==> config.mk <==
export PLATFORM = sky130hd
export DESIGN_NAME = frame_mem_arbiter
export DESIGN_NICKNAME = d
export VERILOG_FILES = /design/src/rtl/fmarb_pkg.sv /design/src/rtl/fmarb_wqueue.sv /design/src/rtl/fmarb_seq.sv /design/src/rtl/frame_mem_arbiter.sv
export SDC_FILE = /design/constraint.sdc
export NUM_CORES = 1
export LEC_CHECK = 0
export BUFFER_PORTS_ARGS = -buffer_cell sky130_fd_sc_hd__buf_2
export CORE_MARGIN = 1.5
export CORE_UTILIZATION = 50
export CTS_CLUSTER_SIZE = 12
export DETAILED_ROUTE_END_ITERATION = 16
export PLACE_DENSITY = 0.71
export SYNTH_ARGS = -nofsm -noshare
export SYNTH_HDL_FRONTEND = slang
export SYNTH_HIERARCHICAL = 1
export SYNTH_SLANG_ARGS = --single-unit
==> constraint.sdc <==
create_clock -name clk -period 7.1 [get_ports clk]
set_input_delay 0.355 -clock clk [delete_from_list [all_inputs] [get_ports clk]]
set_output_delay 0.355 -clock clk [all_outputs]
set_load 0.02 [all_outputs]
==> src/rtl/fmarb_pkg.sv <==
package fmarb_pkg;

    typedef enum logic [1:0] {
        OP_IDLE  = 2'd0,
        OP_READ  = 2'd1,
        OP_WRITE = 2'd2
    } op_e;

    // Three-phase access: setup, strobe, hold.
    localparam logic [1:0] PH_SETUP  = 2'd0;
    localparam logic [1:0] PH_STROBE = 2'd1;
    localparam logic [1:0] PH_LAST   = 2'd2;

endpackage

==> src/rtl/fmarb_wqueue.sv <==
module fmarb_wqueue #(
    parameter int AW    = 18,
    parameter int DW    = 16,
    parameter int DEPTH = 4
) (
    input  logic          clk,
    input  logic          rst_n,
    input  logic          push_valid,
    input  logic [AW-1:0] push_addr,
    input  logic [DW-1:0] push_data,
    input  logic          pop,
    output logic          not_empty,
    output logic [AW-1:0] head_addr,
    output logic [DW-1:0] head_data,
    output logic          overflow
);
    localparam int PW = (DEPTH > 1) ? $clog2(DEPTH) : 1;
    localparam int CW = $clog2(DEPTH + 1);
    localparam int EW = AW + DW;

    typedef struct packed {
        logic [PW-1:0] wptr;
        logic [PW-1:0] rptr;
        logic [CW-1:0] count;
        logic          ovf;
    } qstate_t;

    qstate_t       st_d, st_q;
    logic [EW-1:0] slot_q [DEPTH];
    logic          full, accept, take;

    function automatic logic [PW-1:0] bump(input logic [PW-1:0] p);
        return (p == PW'(DEPTH - 1)) ? '0 : p + 1'b1;
    endfunction

    always_comb begin
        st_d   = st_q;
        full   = (st_q.count == CW'(DEPTH));
        accept = push_valid && !full;
        take   = pop && (st_q.count != '0);
        if (accept) st_d.wptr = bump(st_q.wptr);
        if (take)   st_d.rptr = bump(st_q.rptr);
        case ({accept, take})
            2'b10:   st_d.count = st_q.count + 1'b1;
            2'b01:   st_d.count = st_q.count - 1'b1;
            default: st_d.count = st_q.count;
        endcase
        if (push_valid && full) st_d.ovf = 1'b1;
    end

    always_ff @(posedge clk or negedge rst_n) begin
        if (!rst_n) st_q <= '0;
        else        st_q <= st_d;
    end

    always_ff @(posedge clk) begin
        if (accept) slot_q[st_q.wptr] <= {push_addr, push_data};
    end

    assign not_empty              = (st_q.count != '0);
    assign {head_addr, head_data} = slot_q[st_q.rptr];
    assign overflow               = st_q.ovf;

endmodule

==> src/rtl/fmarb_seq.sv <==
module fmarb_seq
    import fmarb_pkg::*;
#(
    parameter int AW = 18,
    parameter int DW = 16
) (
    input  logic          clk,
    input  logic          rst_n,
    input  logic          rd_req,
    input  logic [AW-1:0] rd_addr,
    input  logic          q_not_empty,
    input  logic [AW-1:0] q_addr,
    input  logic [DW-1:0] q_data,
    output logic          q_pop,
    output logic          rd_valid,
    output logic [DW-1:0] rd_data,
    output logic [AW-1:0] sram_addr,
    output logic [DW-1:0] sram_dout,
    output logic          sram_dout_en,
    input  logic [DW-1:0] sram_din,
    output logic          sram_we_n,
    output logic          sram_oe_n
);
    typedef struct packed {
        logic          rd_pend;
        logic [AW-1:0] rd_pend_addr;
        op_e           op;
        logic [1:0]    phase;
        logic [AW-1:0] addr;
        logic [DW-1:0] dout;
        logic          dout_en;
        logic          we_n;
        logic          oe_n;
        logic          rd_valid;
        logic [DW-1:0] rd_data;
    } seq_t;

    seq_t seq_d, seq_q;
    logic boundary;

    always_comb begin
        seq_d          = seq_q;
        seq_d.rd_valid = 1'b0;
        q_pop          = 1'b0;
        boundary       = (seq_q.op == OP_IDLE) || (seq_q.phase == PH_LAST);

        if (rd_req) begin
            seq_d.rd_pend      = 1'b1;
            seq_d.rd_pend_addr = rd_addr;
        end

        if (seq_q.op == OP_READ && seq_q.phase == PH_LAST) begin
            seq_d.rd_valid = 1'b1;
            seq_d.rd_data  = sram_din;
        end

        if (!boundary) begin
            seq_d.phase = seq_q.phase + 1'b1;
            seq_d.we_n  = !((seq_q.op == OP_WRITE) &&
                            (seq_q.phase + 1'b1 == PH_STROBE));
        end else if (seq_q.rd_pend) begin
            seq_d.op      = OP_READ;
            seq_d.phase   = PH_SETUP;
            seq_d.addr    = seq_q.rd_pend_addr;
            seq_d.rd_pend = 1'b0;
            seq_d.oe_n    = 1'b0;
            seq_d.we_n    = 1'b1;
            seq_d.dout_en = 1'b0;
        end else if (q_not_empty) begin
            seq_d.op      = OP_WRITE;
            seq_d.phase   = PH_SETUP;
            seq_d.addr    = q_addr;
            seq_d.dout    = q_data;
            seq_d.oe_n    = 1'b1;
            seq_d.we_n    = 1'b1;
            seq_d.dout_en = 1'b1;
            q_pop         = 1'b1;
        end else begin
            seq_d.op      = OP_IDLE;
            seq_d.phase   = PH_SETUP;
            seq_d.oe_n    = 1'b1;
            seq_d.we_n    = 1'b1;
            seq_d.dout_en = 1'b0;
        end
    end

    always_ff @(posedge clk or negedge rst_n) begin
        if (!rst_n) begin
            seq_q      <= '0;
            seq_q.op   <= OP_IDLE;
            seq_q.we_n <= 1'b1;
            seq_q.oe_n <= 1'b1;
        end else begin
            seq_q <= seq_d;
        end
    end

    assign rd_valid     = seq_q.rd_valid;
    assign rd_data      = seq_q.rd_data;
    assign sram_addr    = seq_q.addr;
    assign sram_dout    = seq_q.dout;
    assign sram_dout_en = seq_q.dout_en;
    assign sram_we_n    = seq_q.we_n;
    assign sram_oe_n    = seq_q.oe_n;

endmodule

==> src/rtl/frame_mem_arbiter.sv <==
module frame_mem_arbiter #(
    parameter int AW     = 18,
    parameter int DW     = 16,
    parameter int QDEPTH = 4
) (
    input  logic          clk,
    input  logic          rst_n,
    input  logic          wr_valid,
    input  logic [AW-1:0] wr_addr,
    input  logic [DW-1:0] wr_data,
    input  logic          rd_req,
    input  logic [AW-1:0] rd_addr,
    output logic          rd_valid,
    output logic [DW-1:0] rd_data,
    output logic          overflow,
    output logic [AW-1:0] sram_addr,
    output logic [DW-1:0] sram_dout,
    output logic          sram_dout_en,
    input  logic [DW-1:0] sram_din,
    output logic          sram_we_n,
    output logic          sram_oe_n
);
    logic          q_not_empty, q_pop;
    logic [AW-1:0] q_addr;
    logic [DW-1:0] q_data;

    fmarb_wqueue #(.AW(AW), .DW(DW), .DEPTH(QDEPTH)) i_wqueue (
        .clk        (clk),
        .rst_n      (rst_n),
        .push_valid (wr_valid),
        .push_addr  (wr_addr),
        .push_data  (wr_data),
        .pop        (q_pop),
        .not_empty  (q_not_empty),
        .head_addr  (q_addr),
        .head_data  (q_data),
        .overflow   (overflow)
    );

    fmarb_seq #(.AW(AW), .DW(DW)) i_seq (
        .clk          (clk),
        .rst_n        (rst_n),
        .rd_req       (rd_req),
        .rd_addr      (rd_addr),
        .q_not_empty  (q_not_empty),
        .q_addr       (q_addr),
        .q_data       (q_data),
        .q_pop        (q_pop),
        .rd_valid     (rd_valid),
        .rd_data      (rd_data),
        .sram_addr    (sram_addr),
        .sram_dout    (sram_dout),
        .sram_dout_en (sram_dout_en),
        .sram_din     (sram_din),
        .sram_we_n    (sram_we_n),
        .sram_oe_n    (sram_oe_n)
    );

endmodule

After elaboration in Yosys (flattened, before gate mapping)
Memory sizes are Yosys's and may differ from the RTL's.
Cells that the tools add are included.
- add/subtract/negate cells: 5
- equal/unequal tests: 9
- mux-type cells: 19
- bitwise gates (word level): 1
- reduce and logical (&&, ||, !) cells: 14
- operators by type and width (cell ; number):
    $mux W34 ; 1
    $mux W22 ; 1
    $mux W19 ; 1
    $mux W17 ; 1
    $eq A2 B2 Y1 const B ; 5
    $mux W1 ; 8
    $add A2 B1 Y2 const B ; 3
    $eq A2 B1 Y1 const B ; 3
    $mux W2 ; 3
    $mux W3 ; 2
    $pmux W3 S2 ; 1
    $logic_and A1 B1 Y1 ; 5
    $mux W4 ; 1
    $reduce_bool A2 Y1 ; 2
    $add A3 B1 Y3 const B ; 1
    $eq A3 B3 Y1 const B ; 1
    $reduce_and A3 Y1 ; 1
    $reduce_bool A3 Y1 ; 1
    $sub A3 B1 Y3 const B ; 1
    $logic_not A1 Y1 ; 2
    $logic_not A2 Y1 ; 1
    $reduce_and A2 Y1 ; 1
    $logic_or A1 B1 Y1 ; 1
    $not A1 Y1 ; 1
- bits in registers: 85
- memory bits (writable): 136
- bits of input ports: 72
- output and inout bits: 55
- word-level logic and storage cells: 64
- memories: 1
- memories (memory ; depth ; bits a word ; read ports ; clocked after memory_dff ; wr ports ; line ; source):
    i_wqueue.slot_q ; 4 ; 34 ; 1 ; 0 ; 1 ; fmarb_wqueue.sv:29 ; logic [EW-1:0] slot_q [DEPTH];

Logic depth before layout (Yosys ltp)
- word-level depth: 7
- mapped depth: 14

By module
The synthesis kept the hierarchy.
- by module, submodules not included (module ; instances ; cells each ; area each (sq um) ; sequential area each (sq um)):
    fmarb_wqueue ; 1 ; 220 ; 5444.0 ; 4284.1
    fmarb_seq ; 1 ; 286 ; 3482.1 ; 1904.3

Least setup slack after synthesis
OpenSTA, ideal clock, no wires.
- path kind: register -> register
- from: reg i_wqueue/st_q[1] (netlist bit)
- to: reg i_wqueue/st_q[3] (netlist bit)
- library setup time: 125 ps
- arrival: 2262 ps
- data required time: 6975 ps
- slack: 4713 ps
- stages on the path, launching flop included: 15
- buffers on the path: 2
- period minus slack after synthesis: 2387 ps
- cells stage by stage: dfrtp_1 > or3_4 > nor2b_1 > buf_4 > nand2_4 > buf_6 > inv_1 > nand2_2 > inv_1 > ha_1 > inv_1 > fa_1 > xor2_1 > nor2_1 > xor2_1
- cells in the longest elaborated chain, start to end: 7
- elaborated cells between the ends (all ways): 14
- RTL lines (element ; line ; source):
    start, declared ; fmarb_wqueue.sv:28 ; qstate_t st_d, st_q;
    start signal, assigned ; fmarb_wqueue.sv:53 ; else st_q <= st_d;
    $reduce_bool A3 Y1 * ; fmarb_wqueue.sv:60 ; assign not_empty = (st_q.count != '0);
    named net q_not_empty ; frame_mem_arbiter.sv:23 ; logic q_not_empty, q_pop;
    $mux W1 * ; fmarb_seq.sv:69 ; end else if (q_not_empty) begin
    $mux W1 * ; fmarb_seq.sv:61 ; end else if (seq_q.rd_pend) begin
    $mux W1 * ; fmarb_seq.sv:57 ; if (!boundary) begin
    named net q_pop ; frame_mem_arbiter.sv:23 ;
    $logic_and A1 B1 Y1 * ; fmarb_wqueue.sv:40 ; take = pop && (st_q.count != '0);
    named net i_wqueue.take ; fmarb_wqueue.sv:30 ; logic full, accept, take;
    $eq A2 B1 Y1 or $eq A2 B2 Y1 (tied branches) ; fmarb_wqueue.sv:43 ; case ({accept, take})
    $pmux W3 S2 or $reduce_bool A2 Y1 (tied branches) ; - ;
Mark *: on every way through the listed nets, which the timed path passes. The rest lies on a longest branch.
A chain may end at the register's enable or synchronous reset.

Worst setup path after layout
- from: reg i_seq/seq_q[76] (netlist bit)
- to: reg i_wqueue/st_q[3] (netlist bit)
- cells in the longest elaborated chain, start to end: 5
- elaborated cells between the ends (all ways): 7
- RTL lines (element ; line ; source):
    start, declared ; fmarb_seq.sv:38 ; seq_t seq_d, seq_q;
    start signal, assigned ; fmarb_seq.sv:94 ; seq_q <= seq_d;
    $mux W1 * ; fmarb_seq.sv:61 ;
    $mux W1 * ; fmarb_seq.sv:57 ;
    named net q_pop ; frame_mem_arbiter.sv:23 ;
    $logic_and A1 B1 Y1 * ; fmarb_wqueue.sv:40 ;
    named net i_wqueue.take ; fmarb_wqueue.sv:30 ;
    $eq A2 B1 Y1 or $eq A2 B2 Y1 (tied branches) ; fmarb_wqueue.sv:43 ;
    $pmux W3 S2 or $reduce_bool A2 Y1 (tied branches) ; - ;
Marked as above.

==> impl_metrics.py <==
metrics = {
    "critical_path": {
        "path_cells": "nor2b_1 > nand2_4 > inv_1 > nand2_2 > inv_1 > ha_1 > inv_1 > fa_1 > xor2_1 > nor2_1 > xor2_1",
        "crit_family": "simple AND/OR/NAND/NOR gates",
        "r2r_start": "i_seq/seq_q[76]$_DFF_PN0_",
        "crit_top_cell": "inv_1",
        "r2r_cells": 11,
        "cp.required_ns": 7.52,
        "cp_max_fo": 23,
        "slowest_stage": "nor2b_1",
        "cp-end-kind": "flop",
        "cp.arrival_ns": 4.00,
        "rrSetupSlack_ns": 3.51,
        "r2r_end": "i_wqueue/st_q[3]$_DFFE_PN0P_",
        "cp_num_buf_inv": 3,
        "worstSetupPathType": "reg2reg",
        "slowest_delay_ns": 1.07,
        "startpoint_type": "flop",
    },
    "final_layout": {
        "drive_gt1_frac": 0.426,
        "instances_no_fill": 826,
        "multi_input_area_mm2": 0.00215,
        "diodes": 0,
        "final_nets": 666,
        "final_common_cell": "edfxtp_1",
        "nFillCells": 1336,
        "syn_to_final_growth_pct": 12.2,
        "final_cell_mix": "edfxtp_1, buf_2, dfrtp_1",
        "utilization": 0.577,
        "ff_latch_area_mm2": 0.00619,
    },
    "clocking": {
        "cts_tree": "done",
        "path_clk_slew_ns": 0.06,
        "cts_root_buf": "clkbuf_16",
        "cts_sinks": 220,
        "cts_buffers": 23,
        "post_cts_resized": 0,
        "cts_max_level": 1,
        "post_cts_buffers": 0,
        "clockBufferDepth": 3,
        "ctsHoldBuffers": 0,
        "clock_latency_ns": 0.50,
    },
    "power": {
        "power.leakage_nw": 3.97,
        "power_density_mw_per_mm2": 442,
        "ir_worst_vdd_uv": 253,
        "power.total_mw": 4.42,
    },
    "grt": {
        "globalRoute.totalOverflow": 0,
        "grt_max_degree": 85,
        "grtUsageTotal": 0.172,
        "grt_antenna_before_repair": 0,
        "grt_pass1_vias": 4598,
        "grt_pass1_wl_um": 24400,
    },
    "route": {
        "dr.first_iter.drc_count": 206,
        "dr.pass1.iters": 4,
        "viasPerCell": 5.26,
        "drcViolationCount": 0,
        "routed_wirelength_um": 15800,
        "vias": 4341,
        "antenna_left": 0,
        "wl_per_cell_um": 19.1,
    },
    "synthesis": {
        "synth_fp_nets": 587,
        "syn_inst": 506,
        "ys_seq_elements": 220,
        "yosysWarnings": 6,
        "synthesis.area_mm2": 0.00893,
        "synthDistinctLibCells": 36,
        "synth-seq-area-share": 0.693,
        "avgSynthCellArea_um2": 17.6,
    },
    "sta": {
        "fin_tns_setup_ns": 0,
        "drv_slew": 0,
        "slew-limit-headroom": 0.164,
        "final_hold_viol_count": 0,
        "fmax_mhz": 279,
        "period_needed_ns": 3.59,
        "skew_ns": 0.00699,
        "finalCritPeriodShare": 0.505,
        "rsz0062_at_grt": "no",
        "finalSetupViolCount": 0,
        "tightest_slew_ns": 1.25,
    },
    "floorplanning": {
        "die_w_um": 137,
        "num_rows": 48,
        "die-area_mm2": 0.0187,
        "fp.coreArea_mm2": 0.0174,
        "start_util": 0.514,
        "ios": 127,
        "die_y_um": 137,
    },
    "place": {
        "dp_hpwl_um": 9780,
        "placedCellCount": 785,
        "place.gp.congestion": 0.736,
        "io_buffers": 126,
    },
    "worst_hold_path": {
        "min_path_type": "in2async",
    },
    "run_status": {
        "outcome": "complete, no violations",
    },
    "run": {
        "maxCapViolations": 0,
    },
}
logic make-up after synthesis:
kind of cell	Yosys count	share of synthesized area
flops	220	0.693
mux	90	0.162
buf+inv	85	0.0662
simple gates	75	0.0453
compound gates	24	0.0167
fa+ha+maj	9	0.0135
xor+xnor	3	0.00294
final cells by class:
cell class	instances	share of cell area
Multi-Input combinational cell	201	0.215
Tap cell	225	0.0281
Inverter	12	0.00450
Sequential cell	220	0.618
Timing Repair Buffer	127	0.0640
Clock buffer	40	0.0698
Clock inverter	1	0.000500
metrics by stage:
| step | hold WS (ns) | setup slack [ns] | instance area, um2 |
|---|---|---|---|
| floorplan | 0.0594 | 4.71 | 8930 |
| global placement | 0.410 | 3.69 | 9310 |
| detailed placement | 0.424 | 3.51 | 9310 |
| CTS | 0.0514 | 3.48 | 10000 |
| global route | 0.0573 | 3.18 | 10000 |
| finish | 0.0337 | 3.51 | 10000 |
registers in the layout, indices dropped and copies added, names as in the netlist:
register	cells
i_wqueue/overflow	1
i_seq/rd_valid	1
i_seq/seq_q	23
i_seq/sram_dout	16
i_seq/sram_oe_n	1
i_seq/rd_data	16
i_wqueue/slot_q	136
i_wqueue/st_q	7
i_seq/sram_addr	18
i_seq/sram_we_n	1
synthesized netlist by cell type, drive strengths merged:
cell type / count / area share
nor2: 7 / 0.0029
mux2: 55 / 0.073
nor2b: 1 / 0.00070
edfxtp: 136 / 0.46
or3: 1 / 0.0013
o21ai: 19 / 0.011
nand3: 54 / 0.030
a21oi: 1 / 0.00056
a31o: 1 / 0.00098
o21ba: 1 / 0.0011
ha: 8 / 0.011
clkbuf: 7 / 0.0029
xnor2: 1 / 0.00098
inv: 12 / 0.0050
fa: 1 / 0.0022
dfstp: 2 / 0.0059
and2: 5 / 0.0035
dfrtp: 82 / 0.23
nand2: 4 / 0.0028
o21bai: 1 / 0.0021
xor2: 2 / 0.0020
mux2i: 1 / 0.0011
nand2b: 1 / 0.00070
nand3b: 2 / 0.0031
buf: 66 / 0.058
mux4: 34 / 0.088
a21boi: 1 / 0.0013
routing by layer:
metal  GRT usage  routed length, um  share of wire  vias to the layer above
li1            -                  -              -                     2013
met1       0.219               6580           0.42                     2172
met2       0.302               7960           0.51                      129
met3      0.0359                919          0.058                       27
met4      0.0449                298          0.019                        0
met5           0                  0              0                        -
worst max path at each step:
stage	slack (ns)	cells past startpoint	endpoint	startpoint
6_report	3.51	11	i_wqueue/st_q[3]$_DFFE_PN0P_	i_seq/seq_q[76]$_DFF_PN0_
5_1_grt	3.18	11	i_wqueue/st_q[3]$_DFFE_PN0P_	i_seq/seq_q[76]$_DFF_PN0_
4_1_cts	3.48	11	i_wqueue/st_q[3]$_DFFE_PN0P_	i_seq/seq_q[76]$_DFF_PN0_
2_1_floorplan	4.71	14	i_wqueue/st_q[3]$_DFFE_PN0P_	i_wqueue/st_q[1]$_DFFE_PN0P_
3_5_place_dp	3.51	11	i_wqueue/st_q[3]$_DFFE_PN0P_	i_seq/seq_q[76]$_DFF_PN0_
3_3_place_gp	3.69	11	i_wqueue/st_q[3]$_DFFE_PN0P_	i_seq/seq_q[76]$_DFF_PN0_
power breakdown:
group	total (mW)	internal (mW)	leakage [nW]	switching [mW]
registers	1.97	1.75	2.24	0.221
logic	1.35	0.604	1.39	0.744
clock network	1.11	0.662	0.343	0.448
total	4.42	3.01	3.97	1.41
(Power assumes the default switching activity.)
